<file path="config.mk">
export PLATFORM = sky130hd
export DESIGN_NAME = alu_flag_unit
export DESIGN_NICKNAME = d
export VERILOG_FILES = /design/src/rtl/aluflag_pkg.sv /design/src/rtl/arith_flags.sv /design/src/rtl/result_flags.sv /design/src/rtl/status_reg.sv /design/src/rtl/alu_flag_unit.sv
export SDC_FILE = /design/constraint.sdc
export NUM_CORES = 1
export LEC_CHECK = 0
export BUFFER_PORTS_ARGS = -buffer_cell sky130_fd_sc_hd__buf_2
export CAP_MARGIN = 20
export CORE_ASPECT_RATIO = 1.4
export CORE_MARGIN = 8
export CORE_UTILIZATION = 48
export DETAILED_ROUTE_END_ITERATION = 10
export PLACE_DENSITY = 0.93
export SYNTH_ARGS = -nofsm -noshare
export SYNTH_HDL_FRONTEND = slang
export SYNTH_SLANG_ARGS = --single-unit
</file>
<file path="constraint.sdc">
create_clock -name clk -period 8.2 [get_ports clk]
set_input_delay 0.41 -clock clk [delete_from_list [all_inputs] [get_ports clk]]
set_output_delay 0.41 -clock clk [all_outputs]
set_load 0.1 [all_outputs]
</file>
<file path="src/rtl/aluflag_pkg.sv">
package aluflag_pkg;
  localparam int DATA_W  = 32;
  localparam int STAT_W  = 32;
  localparam int NIB_MSB = 3;
  localparam int PAR_W   = 8;

  localparam int CF_POS  = 0;
  localparam int ONE_POS = 1;
  localparam int PF_POS  = 2;
  localparam int AF_POS  = 4;
  localparam int ZF_POS  = 6;
  localparam int SF_POS  = 7;
  localparam int CT0_POS = 9;
  localparam int CT1_POS = 10;
  localparam int OF_POS  = 11;
  localparam int CTL_W   = 2;

  localparam logic [2:0] OP_ADD = 3'd0;
  localparam logic [2:0] OP_SUB = 3'd1;
  localparam logic [2:0] OP_CMP = 3'd2;
  localparam logic [2:0] OP_AND = 3'd3;
  localparam logic [2:0] OP_OR  = 3'd4;
  localparam logic [2:0] OP_NOT = 3'd5;

  typedef struct packed {
    logic cf;
    logic pf;
    logic af;
    logic zf;
    logic sf;
    logic of;
  } flags_t;
endpackage

</file>
<file path="src/rtl/arith_flags.sv">
module arith_flags #(
  parameter int W   = 32,
  parameter int NIB = 3
) (
  input  logic [W-1:0] a,
  input  logic [W-1:0] b,
  input  logic         is_sub,
  input  logic         is_arith,
  output logic         cf,
  output logic         af,
  output logic         of
);
  localparam int LW = NIB + 1;

  logic [W:0]  wide;
  logic [LW:0] low;
  logic        sgn_r;

  always_comb begin
    if (is_sub) begin
      wide = {1'b0, a} - {1'b0, b};
      low  = {1'b0, a[NIB:0]} - {1'b0, b[NIB:0]};
    end else begin
      wide = {1'b0, a} + {1'b0, b};
      low  = {1'b0, a[NIB:0]} + {1'b0, b[NIB:0]};
    end
    sgn_r = wide[W-1];
    cf = is_arith & wide[W];
    af = is_arith & low[LW];
    if (is_sub)
      of = is_arith & (a[W-1] != b[W-1]) & (sgn_r != a[W-1]);
    else
      of = is_arith & (a[W-1] == b[W-1]) & (sgn_r != a[W-1]);
  end
endmodule

</file>
<file path="src/rtl/result_flags.sv">
module result_flags #(
  parameter int W  = 32,
  parameter int PW = 8
) (
  input  logic [W-1:0] res,
  output logic         zf,
  output logic         sf,
  output logic         pf
);
  always_comb begin
    zf = (res == '0);
    sf = res[W-1];
    pf = ~(^res[PW-1:0]);
  end
endmodule

</file>
<file path="src/rtl/status_reg.sv">
module status_reg
  import aluflag_pkg::*;
#(
  parameter int SW = STAT_W
) (
  input  logic             clk,
  input  logic             rst_n,
  input  logic             flag_we,
  input  logic             logic_op,
  input  flags_t           flags_in,
  input  logic             ctl_we,
  input  logic [CTL_W-1:0] ctl_in,
  output logic [SW-1:0]    status_o
);
  flags_t           flags_q;
  logic [CTL_W-1:0] ctl_q;

  always_ff @(posedge clk) begin
    if (!rst_n) begin
      flags_q <= '0;
      ctl_q   <= '0;
    end else begin
      if (flag_we) flags_q <= flags_in;
      if (ctl_we)  ctl_q   <= ctl_in;
    end
  end

  for (genvar i = 0; i < SW; i++) begin : g_pack
    if (i == CF_POS)       begin : g_cf assign status_o[i] = flags_q.cf; end
    else if (i == ONE_POS) begin : g_on assign status_o[i] = 1'b1; end
    else if (i == PF_POS)  begin : g_pf assign status_o[i] = flags_q.pf; end
    else if (i == AF_POS)  begin : g_af assign status_o[i] = flags_q.af; end
    else if (i == ZF_POS)  begin : g_zf assign status_o[i] = flags_q.zf; end
    else if (i == SF_POS)  begin : g_sf assign status_o[i] = flags_q.sf; end
    else if (i == CT0_POS) begin : g_c0 assign status_o[i] = ctl_q[0]; end
    else if (i == CT1_POS) begin : g_c1 assign status_o[i] = ctl_q[1]; end
    else if (i == OF_POS)  begin : g_of assign status_o[i] = flags_q.of; end
    else                   begin : g_z  assign status_o[i] = 1'b0; end
  end

  // fixed bits
  assert_fixed_bits_R2: assert property (@(posedge clk) disable iff (!rst_n)
    status_o[ONE_POS] && !status_o[3] && !status_o[5] && !status_o[8] && (status_o[SW-1:12] == '0));

  // hold when nothing is written
  assert_hold_R11: assert property (@(posedge clk) disable iff (!rst_n)
    (!flag_we && !ctl_we) |=> $stable(status_o));

  // logic operations clear carry, nibble carry and overflow
  assert_logic_clear_R10: assert property (@(posedge clk) disable iff (!rst_n)
    (flag_we && logic_op) |=> (!status_o[CF_POS] && !status_o[AF_POS] && !status_o[OF_POS]));

  // control bits untouched by flag-only updates
  assert_ctl_kept_R12: assert property (@(posedge clk) disable iff (!rst_n)
    (!ctl_we) |=> $stable(status_o[CT1_POS:CT0_POS]));
endmodule

</file>
<file path="src/rtl/alu_flag_unit.sv">
module alu_flag_unit
  import aluflag_pkg::*;
(
  input  logic              clk,
  input  logic              rst_n,
  input  logic              upd_en,
  input  logic [2:0]        op_sel,
  input  logic [DATA_W-1:0] op_a,
  input  logic [DATA_W-1:0] op_b,
  input  logic [DATA_W-1:0] result,
  input  logic              ctl_we,
  input  logic [CTL_W-1:0]  ctl_wdata,
  output logic              wb_en,
  output logic [STAT_W-1:0] status_word
);
  logic   is_sub, is_arith, is_logic, op_ok, flag_we;
  logic   a_cf, a_af, a_of, r_zf, r_sf, r_pf;
  flags_t nxt;

  always_comb begin
    is_sub   = (op_sel == OP_SUB) || (op_sel == OP_CMP);
    is_arith = is_sub || (op_sel == OP_ADD);
    is_logic = (op_sel == OP_AND) || (op_sel == OP_OR) || (op_sel == OP_NOT);
    op_ok    = is_arith || is_logic;
    flag_we  = upd_en && op_ok;
    wb_en    = flag_we && (op_sel != OP_CMP);
  end

  arith_flags #(.W(DATA_W), .NIB(NIB_MSB)) u_arith (
    .a(op_a), .b(op_b), .is_sub(is_sub), .is_arith(is_arith),
    .cf(a_cf), .af(a_af), .of(a_of)
  );

  result_flags #(.W(DATA_W), .PW(PAR_W)) u_res (
    .res(result), .zf(r_zf), .sf(r_sf), .pf(r_pf)
  );

  always_comb begin
    nxt.cf = a_cf;
    nxt.af = a_af;
    nxt.of = a_of;
    nxt.zf = r_zf;
    nxt.sf = r_sf;
    nxt.pf = r_pf;
  end

  status_reg #(.SW(STAT_W)) u_reg (
    .clk(clk), .rst_n(rst_n), .flag_we(flag_we), .logic_op(is_logic),
    .flags_in(nxt), .ctl_we(ctl_we), .ctl_in(ctl_wdata), .status_o(status_word)
  );

  // compare never writes back
  assert_cmp_no_wb_R9: assert property (@(posedge clk) disable iff (!rst_n)
    (upd_en && op_sel == OP_CMP) |-> !wb_en);

  // zero flag follows the registered result
  assert_zero_R6: assert property (@(posedge clk) disable iff (!rst_n)
    (upd_en && op_ok) |=> (status_word[ZF_POS] == ($past(result) == '0)));

  // sign flag follows result top bit
  assert_sign_R7: assert property (@(posedge clk) disable iff (!rst_n)
    (upd_en && op_ok) |=> (status_word[SF_POS] == $past(result[DATA_W-1])));

  // reserved codes do not write back
  assert_reserved_R11: assert property (@(posedge clk) disable iff (!rst_n)
    (op_sel[2:1] == 2'b11) |-> !wb_en);
endmodule

</file>
==> out/qor.txt, run 1 <==
cell type contributing the most total cell area after synthesis - sky130_fd_sc_hd__ha_1
worst slew margin relative to its limit - 39.2%
register bit count reported by yosys - 8
portion of the post-synthesis area used by sequential elements - 7.10%
power density cells - 112 nW/um2
area of the die - 7180 um2
slew of the pin with the lowest slew margin - 911 ps
number of distinct library cells after synthesis - 48
CTS tree - built
critical-path maximum fanout - 5
post-synthesis instance total - 298
critical setup path kind - input port to flop
Via density - 5.49
routability-driven placement congestion ratio - 0.953
worst supply voltage drop on vdd - 0.112 mV
most instantiated cells after synthesis - 36 x sky130_fd_sc_hd__ha_1, 26 x sky130_fd_sc_hd__xor2_1, 24 x sky130_fd_sc_hd__buf_4, 18 x sky130_fd_sc_hd__nand2_1, 18 x sky130_fd_sc_hd__o21ai_0
syn avg cell area - 7.57 um2
initial antenna violation count - 0
Port Buffer Count - 113
number of global-route vias before repair - 2665
unrepaired setup endpoints after global routing - no
total internal power - 149 uW
wire length of the first global-routing pass - 11.1 mm
post-synth top area share - 20.0%
Placeable Area - 4540 um2
fraction of power consumed by combinational cells - 71.9%
kind of capture point of the worst setup path - flop
Worst Skew - 0 ps
gr usage total - 18.3%
Post-synth EDFFs - 0
net switching power figure - 167 uW
part of the total power dissipated in sequential elements - 13.5%
WP data required - 8320 ps
buffers inserted during post-CTS setup optimization - 0
part of the power in the clock network - 14.7%
library cell with the highest instance count after synthesis - sky130_fd_sc_hd__ha_1
async set or reset register ratio after synthesis - 0%
aggregate routed wire length - 6.88 mm
number of primary I/O pins - 138
final-layout setup total negative slack - 0 ps
Tmin final - 3930 ps
sum of net half-perimeters after detailed placement - 6.21 mm
path type of the worst min-delay path - input port to flop
total number of H-tree levels - 1
number of clock sinks - 8
Top FF cell, synth - sky130_fd_sc_hd__dfxtp_1
maximum achievable frequency - 255 MHz
arrival time at the worst endpoint - 4040 ps
Worst Hold Margin - 458 ps
overall die height - 97.1 um
Leakage - 0.00147 uW
critical path launch point type - input port
overflow left after global routing - 0
detailed-router iteration count before antenna repair - 6
number of antenna cells inserted - 0
site row count - 29
horizontal die dimension - 73.9 um
CTS hold repair buffers - 0
worst-skew pair later-pin latency - 220 ps
cell at the root of the clock tree - sky130_fd_sc_hd__clkbuf_8
run status - finished, final reports clean
starting density of the core - 49.7%
Max-Cap Viols - 0
routed wire length on met3 - 604 um
top post-synthesis cells by area - sky130_fd_sc_hd__ha_1 20%, sky130_fd_sc_hd__xor2_1 10%, sky130_fd_sc_hd__buf_4 8.0%
Final Hold Viols - 0
pin count of the biggest net entering global routing - 26
DR vias - 2576
layout cells sized above 1 - 30.7%
highest metal used - met4
final layout net count - 550
yosys synthesis warning count - 0
met2 wire length - 3.64 mm
summed instance area of the synthesized netlist - 2250 um2
endpoints failing setup - 0
routed length per placed instance - 14.7 um
met1 WL - 2.45 mm
clock transition at the register clock pins on the worst setup and hold paths after CTS - 40 ps
count of routing violations after the opening detailed-route iteration - 152
buffer levels on the longest clock path - 2
post-detailed-route DRC marker count - 0
area grow syn2layout - 25.1%
switching fraction of total power - 52.9%
number of antenna-violating nets in the routed design - 0
Num CTS Buffers - 3
quantity of gates resized following cts - 0
Pins Over Slew Limit - 0
fin crit share - 47.9%
-- layout make-up --
type,count,area (um2)
sequential,8,160
inverter,14,52.6
tap,62,77.6
timing repair buffer,113,566
multi-input combinational,269,1920
fill,413,1710
clock buffer,3,41.3
-- cell families after synthesis --
kind of cell | count (synthesis) | share of synthesized area, %
adders and majority gates | 36 | 20.0
other | 2 | 0.333
xor gates and xnor gates | 37 | 14.4
and+or+nand+nor | 97 | 25.2
muxes | 3 | 1.33
buffers and inverters | 43 | 11.2
DFF | 8 | 7.10
AOI/OAI and AO/OA | 72 | 20.5
-- metal layers --
layer	vias to the layer above	track usage (%)
met1	1165	18.1
met5	-	0
li1	1275	-
met3	18	5.17
met2	118	33.9
met4	0	6.65
-- sequential cells by signal (all words and copies together) (netlist names) --
signal,count
u_reg.status_o,6
u_reg.ctl_q,2
-- layout by cell type (no fill, tap or decap), types with 2 or more instances in the layout --
cell type	n
sky130_fd_sc_hd__buf_2	113
sky130_fd_sc_hd__ha_1	36
sky130_fd_sc_hd__xor2_1	26
sky130_fd_sc_hd__conb_1	24
sky130_fd_sc_hd__nand2_1	18
sky130_fd_sc_hd__o21ai_0	18
sky130_fd_sc_hd__a21oi_1	16
sky130_fd_sc_hd__inv_1	14
sky130_fd_sc_hd__nand3_1	14
sky130_fd_sc_hd__nor2_1	13
sky130_fd_sc_hd__nor3_1	11
sky130_fd_sc_hd__xnor2_1	11
sky130_fd_sc_hd__o31ai_1	9
sky130_fd_sc_hd__dfxtp_1	8
sky130_fd_sc_hd__nor4_1	7
sky130_fd_sc_hd__nor2b_1	6
sky130_fd_sc_hd__a21o_1	6
sky130_fd_sc_hd__nand4_1	6
sky130_fd_sc_hd__o41ai_1	5
sky130_fd_sc_hd__or3_1	3
sky130_fd_sc_hd__nand2b_1	3
sky130_fd_sc_hd__a31oi_1	3
sky130_fd_sc_hd__a211oi_1	3
sky130_fd_sc_hd__mux2i_1	3
sky130_fd_sc_hd__clkbuf_8	3
sky130_fd_sc_hd__or4_4	2
sky130_fd_sc_hd__a21boi_0	2
sky130_fd_sc_hd__o21bai_1	2
sky130_fd_sc_hd__o211ai_1	2
sky130_fd_sc_hd__and4_1	2
sky130_fd_sc_hd__o21a_1	2
-- power groups by stage --
stage / Clock, uW / Sequential [uW] / Combinational (uW)
floorplan: 0 / 60.4 / 159
finish: 46.3 / 42.5 / 227
global placement: 0 / 43.2 / 219
CTS: 47.0 / 42.5 / 226
global route: 48.4 / 42.8 / 248
detailed placement: 0 / 43.2 / 226
-- worst max-delay path: stages --
cell	delay [ps]
sky130_fd_sc_hd__buf_2	110
sky130_fd_sc_hd__or4_4	560
sky130_fd_sc_hd__nor4_2	290
sky130_fd_sc_hd__nand2_1	240
sky130_fd_sc_hd__o31ai_1	390
sky130_fd_sc_hd__o21ai_0	180
sky130_fd_sc_hd__xnor2_1	160
sky130_fd_sc_hd__ha_1	270
sky130_fd_sc_hd__nand3_1	100
sky130_fd_sc_hd__or2_2	360
sky130_fd_sc_hd__nor3_1	190
sky130_fd_sc_hd__nand4_1	120
sky130_fd_sc_hd__a21o_1	170
sky130_fd_sc_hd__and4_1	170
sky130_fd_sc_hd__o41ai_1	300
-- metrics by stage --
stage,total power (uW),cells,utilization [%],area [um2],setup slack [ps]
2_1_floorplan,220,320,-,2340,4530
3_3_place_gp,262,466,61.3,2780,4200
3_5_place_dp,269,466,61.3,2780,4060
4_1_cts,316,469,62.2,2820,4280
5_1_grt,339,469,62.2,2820,3890
6_report,316,469,62.2,2820,4270
-- path summary, 6_finish.rpt --
path	startpoint	endpoint	slack [ps]	cells after the start
max	op_b[5]	u_reg.status_o[11]	4270	15
min	ctl_wdata[0]	u_reg.ctl_q[0]	460	3
max reg2reg	u_reg.status_o[2]	u_reg.status_o[2]	7530	3
min reg2reg	u_reg.status_o[7]	u_reg.status_o[7]	460	2
Power figures use the tool's default switching activity.
==> run 2, diff against run 1 <==
- ABC_AREA: default -> 1
- CORE_UTILIZATION: 48 -> 47
- PLACE_DENSITY: 0.93 -> 0.88
- clock period: 8.2 -> 4.1 ns (I/O delays scaled with it)
==> run 2 against run 1 <==
  * Clock skew unchanged
  * Wire length rose by 14%
  * Largest cell class unchanged
  * Highest routed layer unchanged
  * Sequential power grew 100%
  * Count of clock-buffer cells in the layout unchanged
==> out/qor.txt, run 2 <==
wire length of the first global-routing pass - 13.2 mm (was 11.1 mm)
overall die height - 104 um (was 97.1 um)
run status - finished, final reports clean (unchanged)
Placeable Area - 5450 um2 (was 4540 um2)
overflow left after global routing - 0 (unchanged)
Final Hold Viols - 0 (unchanged)
cell type contributing the most total cell area after synthesis - sky130_fd_sc_hd__ha_1 (unchanged)
final layout net count - 673 (was 550)
library cell with the highest instance count after synthesis - sky130_fd_sc_hd__nand2_1 (was sky130_fd_sc_hd__ha_1)
leading cell type in the layout, fill and taps excluded - sky130_fd_sc_hd__buf_2 (unchanged)
buffer levels on the longest clock path - 2 (unchanged)
detailed-router iteration count before antenna repair - 4 (was 6)
Worst Skew - 0 ps (unchanged)
summed instance area of the synthesized netlist - 2600 um2 (was 2250 um2)
number of distinct library cells after synthesis - 40 (was 48)
aggregate routed wire length - 7.86 mm (was 6.88 mm)
starting density of the core - 47.7% (was 49.7%)
worst-skew pair later-pin latency - 220 ps (about the same)
cell area after layout - 3180 um2 (was 2820 um2)
GR Layer Usage met2 - 34.8% (was 33.9%)
number of antenna cells inserted - 0 (unchanged)
Top FF cell, synth - sky130_fd_sc_hd__dfxtp_1 (unchanged)
total number of H-tree levels - 1 (unchanged)
worst supply voltage drop on vdd - 0.111 mV (was 0.112 mV)
GR met1 Demand/Resource - 20.0% (was 18.1%)
most instantiated cells after synthesis - 85 x sky130_fd_sc_hd__nand2_1, 51 x sky130_fd_sc_hd__inv_1, 44 x sky130_fd_sc_hd__nor2_1, 36 x sky130_fd_sc_hd__a21oi_1, 36 x sky130_fd_sc_hd__ha_1 (was 36 x sky130_fd_sc_hd__ha_1, 26 x sky130_fd_sc_hd__xor2_1, 24 x sky130_fd_sc_hd__buf_4, 18 x sky130_fd_sc_hd__nand2_1, 18 x sky130_fd_sc_hd__o21ai_0)
GR Layer Usage met3 - 2.94% (was 5.17%)
Via density - 5.04 (was 5.49)
critical setup path kind - input port to flop (unchanged)
CTS tree - built (unchanged)
number of antenna-violating nets in the routed design - 0 (unchanged)
sum of net half-perimeters after detailed placement - 7.00 mm (was 6.21 mm)
highest-count cells in the layout ignoring fill and taps - 113 x sky130_fd_sc_hd__buf_2, 85 x sky130_fd_sc_hd__nand2_1, 51 x sky130_fd_sc_hd__inv_1, 44 x sky130_fd_sc_hd__nor2_1 (was 113 x sky130_fd_sc_hd__buf_2, 36 x sky130_fd_sc_hd__ha_1, 26 x sky130_fd_sc_hd__xor2_1, 24 x sky130_fd_sc_hd__conb_1)
routed length per placed instance - 13.1 um (was 14.7 um)
WP data required - 4250 ps (was 8320 ps)
Leakage - 0.00174 uW (was 0.00147 uW)
routability-driven placement congestion ratio - 0.914 (was 0.953)
quantity of gates resized following cts - 0 (unchanged)
layout cells sized above 1 - 27.0% (was 30.7%)
critical path launch point type - input port (unchanged)
async set or reset register ratio after synthesis - 0% (unchanged)
count of routing violations after the opening detailed-route iteration - 125 (was 152)
post-place instance area - 3130 um2 (was 2780 um2)
Port Buffer Count - 113 (unchanged)
portion of the post-synthesis area used by sequential elements - 6.16% (was 7.10%)
gr usage total - 18.6% (was 18.3%)
maximum achievable frequency - 360 MHz
busiest grt layer - met2 (unchanged)
DR vias - 3016 (was 2576)
number of global-route vias before repair - 3267 (was 2665)
Tmin final - 2780 ps
Pins Over Slew Limit - 0 (unchanged)
critical-path maximum fanout - 22 (was 5)
endpoints failing setup - 0 (unchanged)
clock transition at the register clock pins on the worst setup and hold paths after CTS - 40 ps (about the same)
area of the die - 8200 um2 (was 7180 um2)
Post-synth EDFFs - 0 (unchanged)
Max-Cap Viols - 0 (unchanged)
post-detailed-route DRC marker count - 0 (unchanged)
buffers inserted during post-CTS setup optimization - 0 (unchanged)
final-layout setup total negative slack - 0 ps (unchanged)
max FFs per register - 6 (unchanged)
register bit count reported by yosys - 8 (unchanged)
horizontal die dimension - 78.9 um (was 73.9 um)
syn avg cell area - 6.22 um2 (was 7.57 um2)
count of filler cells inserted in the layout - 542 (was 413)
number of primary I/O pins - 138 (unchanged)
kind of capture point of the worst setup path - flop (unchanged)
post-synthesis instance total - 418 (was 298)
area grow syn2layout - 22.1% (was 25.1%)
unrepaired setup endpoints after global routing - no (unchanged)
pin count of the biggest net entering global routing - 23 (was 26)
cell at the root of the clock tree - sky130_fd_sc_hd__clkbuf_8 (unchanged)
number of clock sinks - 8 (unchanged)
arrival time at the worst endpoint - 2930 ps (was 4040 ps)
post-synth top area share - 17.3% (was 20.0%)
fin crit share - 67.7%
yosys synthesis warning count - 0 (unchanged)
CTS hold repair buffers - 0 (unchanged)
initial antenna violation count - 0 (unchanged)
power density cells - 210 nW/um2 (was 112 nW/um2)
top post-synthesis cells by area - sky130_fd_sc_hd__ha_1 17%, sky130_fd_sc_hd__nand2_1 12%, sky130_fd_sc_hd__xor2_1 9.1% (was sky130_fd_sc_hd__ha_1 20%, sky130_fd_sc_hd__xor2_1 10%, sky130_fd_sc_hd__buf_4 8.0%)
path type of the worst min-delay path - input port to flop (unchanged)
Num CTS Buffers - 3 (unchanged)
site row count - 32 (was 29)
-- run 2: cell types whose count changed after synthesis, moves of 5 or more --
cell	delta
sky130_fd_sc_hd__o31ai_1	-6
sky130_fd_sc_hd__a21oi_1	+20
sky130_fd_sc_hd__nor2_1	+31
sky130_fd_sc_hd__a21o_1	-5
sky130_fd_sc_hd__inv_1	+37
sky130_fd_sc_hd__nand2_1	+67
sky130_fd_sc_hd__nor2b_1	-6
sky130_fd_sc_hd__xnor2_1	-5
sky130_fd_sc_hd__nor3_1	-5
sky130_fd_sc_hd__o41ai_1	-5
-- run 2: stage by stage --
| step | hold WS (ps) | setup WS, ps | util, % | total power [uW] | std cells |
|---|---|---|---|---|---|
| detailed placement | 438 | 1090 | 57.6 | 573 | 595 |
| CTS | 209 | 1320 | 58.3 | 668 | 598 |
| global route | 220 | 1040 | 58.3 | 727 | 598 |
| global placement | 425 | 1170 | 57.6 | 564 | 595 |
| floorplan | 337 | 1570 | - | 471 | 440 |
| finish | 209 | 1320 | 58.3 | 667 | 598 |
-- run 2: cell families after synthesis --
family	synth area share, %
AO/OA/AOI/OAI	18.8
XOR/XNOR	11.1
adder cells (fa/ha/maj)	17.3
buffers and inverters	16.1
flip-flops	6.16
other	0.289
AND/OR/NAND/NOR	30.2
-- run 2: layout make-up --
type	instances	area (um2)	share of cell area (%)
Inverter	56	213	6.70
Tap cell	68	85.1	2.68
Multi-Input combinational cell	349	2100	66.2
Clock buffer	3	41.3	1.30
Sequential cell	8	160	5.04
Timing Repair Buffer	114	573	18.0
-- run 2: power breakdown --
group	total (uW)	internal, uW	switching (uW)
Sequential	85.2	83.0	2.15
Combinational	491	151	341
Clock	91.2	63.3	27.9
Total	667	297	371
-- run 2: final timing paths --
path	startpoint	cells past startpoint	slack, ps	endpoint
max	op_sel[1]	20	1320	u_reg.status_o[0]
min	ctl_wdata[1]	3	210	u_reg.ctl_q[1]
max reg2reg	u_reg.status_o[2]	2	3460	u_reg.status_o[2]
min reg2reg	u_reg.status_o[4]	2	460	u_reg.status_o[4]
-- run 2: per-layer routing --
metal / routed length [um] / part of all wire [%] / up-vias
met5: 0 / 0 / -
met2: 4150 / 53 / 115
li1: - / - / 1563
met1: 3040 / 39 / 1324
met3: 499 / 6.4 / 14
met4: 171 / 2.2 / 0
-- run 2: worst max-delay path: stages --
cell	delay [ps]
sky130_fd_sc_hd__buf_2	120
sky130_fd_sc_hd__inv_2	80
sky130_fd_sc_hd__o21ai_2	90
sky130_fd_sc_hd__a21oi_4	110
sky130_fd_sc_hd__buf_4	250
sky130_fd_sc_hd__inv_4	160
sky130_fd_sc_hd__o31ai_2	140
sky130_fd_sc_hd__nand2_4	100
sky130_fd_sc_hd__a21oi_4	160
sky130_fd_sc_hd__nand2_1	90
sky130_fd_sc_hd__xor2_1	150
sky130_fd_sc_hd__ha_1	340
sky130_fd_sc_hd__nand2_1	100
sky130_fd_sc_hd__nor2_1	150
sky130_fd_sc_hd__nand4_1	110
sky130_fd_sc_hd__nor4_1	190
sky130_fd_sc_hd__nand2_1	100
sky130_fd_sc_hd__nand3_1	80
sky130_fd_sc_hd__nand3_1	80
sky130_fd_sc_hd__a21oi_1	130
==> run 3, diff against run 2 <==
- CORE_UTILIZATION: 47 -> 42
- PLACE_DENSITY: 0.88 -> 0.84
- clock period: 4.1 -> 2.4 ns (I/O delays scaled with it)
==> run 3 against run 2 <==
  * The flow now finishes with violations (setup timing)
  * Total power rose by 100%
  * Sequential cell count did not move
  * Wire length rose by 22%
  * Hold slack got worse by 93 ps
  * Count of clock-buffer cells in the layout did not move
  * Cell area rose by 25%
  * Largest power group unchanged
  * Via count rose by 15%
  * Clock power rose by 78%
  * First-iteration DRC count did not move
  * Die area rose by 9.7%
  * Final cell count rose by 13%
  * Sequential power rose by 70%
==> out/qor.txt, run 3 (synthesis results as in run 2) <==
run status - finished, violations left (was finished, final reports clean)
violations in the final reports - setup timing
# placed instances - 661 (was 595)
arrival time at the worst endpoint - 2540 ps (was 2930 ps)
initial antenna violation count - 0 (unchanged)
Final Hold Viols - 0 (unchanged)
cell at the root of the clock tree - sky130_fd_sc_hd__clkbuf_8 (unchanged)
number of primary I/O pins - 138 (unchanged)
biggest cell delay along the critical path - 310 ps (was 340 ps)
Num CTS Buffers - 3 (unchanged)
part of the total power dissipated in sequential elements - 10.7% (was 12.8%)
power density cells - 339 nW/um2 (was 210 nW/um2)
part of the power in the clock network - 12.0% (was 13.7%)
site row count - 34 (was 32)
cell area after layout - 3980 um2 (was 3180 um2)
leading cell type in the layout, fill and taps excluded - sky130_fd_sc_hd__buf_2 (unchanged)
DR vias - 3460 (was 3016)
slew of the pin with the lowest slew margin - 514 ps
Placeable Area - 6080 um2 (was 5450 um2)
area grow syn2layout - 53.2% (was 22.1%)
Pins Over Slew Limit - 0 (unchanged)
Via density - 5.10 (was 5.04)
endpoints failing setup - 2 (was 0)
Final Instance Count excl. Fillers - 678 (was 598)
critical path launch point type - input port (unchanged)
Worst Skew - 0 ps (unchanged)
kind of capture point of the worst setup path - flop (unchanged)
critical setup path kind - input port to flop (unchanged)
final layout net count - 749 (was 673)
max FFs per register - 6 (unchanged)
wire length of the first global-routing pass - 14.7 mm (was 13.2 mm)
highest-count cells in the layout ignoring fill and taps - 106 x sky130_fd_sc_hd__buf_2, 81 x sky130_fd_sc_hd__nand2_1, 75 x sky130_fd_sc_hd__buf_4, 48 x sky130_fd_sc_hd__inv_1, 36 x sky130_fd_sc_hd__nor2_1 (was 113 x sky130_fd_sc_hd__buf_2, 85 x sky130_fd_sc_hd__nand2_1, 51 x sky130_fd_sc_hd__inv_1, 44 x sky130_fd_sc_hd__nor2_1)
startpoint of the worst register-to-register path - u_reg.status_o[2] (unchanged)
overflow left after global routing - 0 (unchanged)
total internal power - 638 uW (was 297 uW)
buffer levels on the longest clock path - 2 (unchanged)
count of routing violations after the opening detailed-route iteration - 125 (unchanged)
critical-path maximum fanout - 3 (was 22)
fin crit share - 101%
horizontal die dimension - 82.5 um (was 78.9 um)
path type of the worst min-delay path - input port to flop (unchanged)
launch point of the worst path - op_b[1] (was op_sel[1])
clock transition at the register clock pins on the worst setup and hold paths after CTS - 50 ps (was 40 ps)
Max-Cap Viols - 0 (unchanged)
pin count of the biggest net entering global routing - 11 (was 23)
number of antenna cells inserted - 0 (unchanged)
cell mode on critical path - sky130_fd_sc_hd__nand2_2 (was sky130_fd_sc_hd__nand2_1)
end-of-flow core utilization - 65.5% (was 58.3%)
Tmin final - 2430 ps
worst slew margin relative to its limit - 66.0%
starting density of the core - 42.7% (was 47.7%)
routability-driven placement congestion ratio - 0.898 (was 0.914)
setup slack at placement - -382 ps (was 1090 ps)
Worst Hold Margin - 116 ps (was 209 ps)
switching fraction of total power - 52.7% (was 55.5%)
final setup margin - -33.3 ps (was 1320 ps)
number of clock sinks - 8 (unchanged)
unrepaired setup endpoints after global routing - yes (was no)
worst-skew pair later-pin latency - 230 ps (was 220 ps)
fraction of power consumed by combinational cells - 77.3% (was 73.6%)
layout cells sized above 1 - 40.6% (was 27.0%)
WP data required - 2510 ps (was 4250 ps)
routed length per placed instance - 14.1 um (was 13.1 um)
post-place instance area - 3630 um2 (was 3130 um2)
count of filler cells inserted in the layout - 527 (was 542)
CTS tree - built (unchanged)
HP Start - ctl_wdata[0] (was ctl_wdata[1])
detailed-router iteration count before antenna repair - 5 (was 4)
worst supply voltage drop on vdd - 0.326 mV (was 0.111 mV)
worst-path cell chain - buf_6, inv_4, ha_4, nand2_4, nor2_4, nand2_2, o21ai_4, nand2_4, a21oi_4, nand2_2, xor2_2, ha_1, nand2_2, buf_4, nor4_1, a21oi_2, nand2_1, nand2_1, nand3_1, a21oi_1 (was buf_2, inv_2, o21ai_2, a21oi_4, buf_4, inv_4, o31ai_2, nand2_4, a21oi_4, nand2_1, xor2_1, ha_1, nand2_1, nor2_1, nand4_1, nor4_1, nand2_1, nand3_1, nand3_1, a21oi_1)
number of global-route vias before repair - 3552 (was 3267)
sum of net half-perimeters after detailed placement - 7.98 mm (was 7.00 mm)
maximum achievable frequency - 411 MHz
Slowest-stage cell, CP - sky130_fd_sc_hd__ha_1 (unchanged)
number of antenna-violating nets in the routed design - 0 (unchanged)
overall die height - 109 um (was 104 um)
Port Buffer Count - 113 (unchanged)
area of the die - 9000 um2 (was 8200 um2)
total number of H-tree levels - 1 (unchanged)
net switching power figure - 711 uW (was 371 uW)
Leakage - 0.00215 uW (was 0.00174 uW)
gr usage total - 20.0% (was 18.6%)
aggregate routed wire length - 9.58 mm (was 7.86 mm)
post-detailed-route DRC marker count - 0 (unchanged)
## run 3: changes by cell type in the layout (fill, tap and decap cells not counted), sizes merged
cell	before	now
buf	114	190
## run 3: final timing paths
kind,slack [ps],depth (start not counted),endpoint
min,120,3,u_reg.ctl_q[0]
max reg2reg,1740,2,u_reg.status_o[2]
min reg2reg,460,2,u_reg.status_o[0]
max,-30,20,u_reg.status_o[0]
## run 3: power by group through the flow
stage | clock (uW) | combinational [uW] | sequential, uW
after CTS | 162 | 1010 | 145
final | 162 | 1040 | 145
after global placement | 0 | 930 | 147
after detailed placement | 0 | 956 | 147
after floorplan | 0 | 602 | 206
after global routing | 173 | 1130 | 146
## run 3: final cells by class
type,instances,area [um2],share of cell area (%)
multi-input combinational,349,2270,57.1
timing repair buffer,190,1200,30.1
inverter,56,220,5.53
sequential,8,160,4.02
tap,72,90.1,2.26
clock buffer,3,41.3,1.04
## run 3: worst max-delay path: cells and delay by family
kind | cells | cell delay (ps)
and+or+nand+nor | 10 | 970
buffers and inverters | 3 | 300
xor gates and xnor gates | 1 | 160
AOI/OAI and AO/OA | 4 | 540
adders and majority gates | 2 | 450
## run 3: per-layer routing
metal	vias up	routed length, um	GRT usage, %
li1	1715	-	-
met1	1558	3160	18.5
met2	145	5370	39.6
met3	42	557	1.98
met4	0	497	11.5
met5	-	0	0
## run 3: what timing repair did
action                     4_1_cts  5_1_grt
pin swaps                       28       11
setup buffers                   10        4
resized for setup               32       12
hold buffers                     0        0
setup endpoints to repair        2        2
## run 3: through the flow
step / total power (uW) / TNS, ps
final: 1350 / -56.1
after global routing: 1450 / -448
after CTS: 1320 / -21.0
after detailed placement: 1100 / -695
after global placement: 1080 / -442
after floorplan: 808 / -26.9
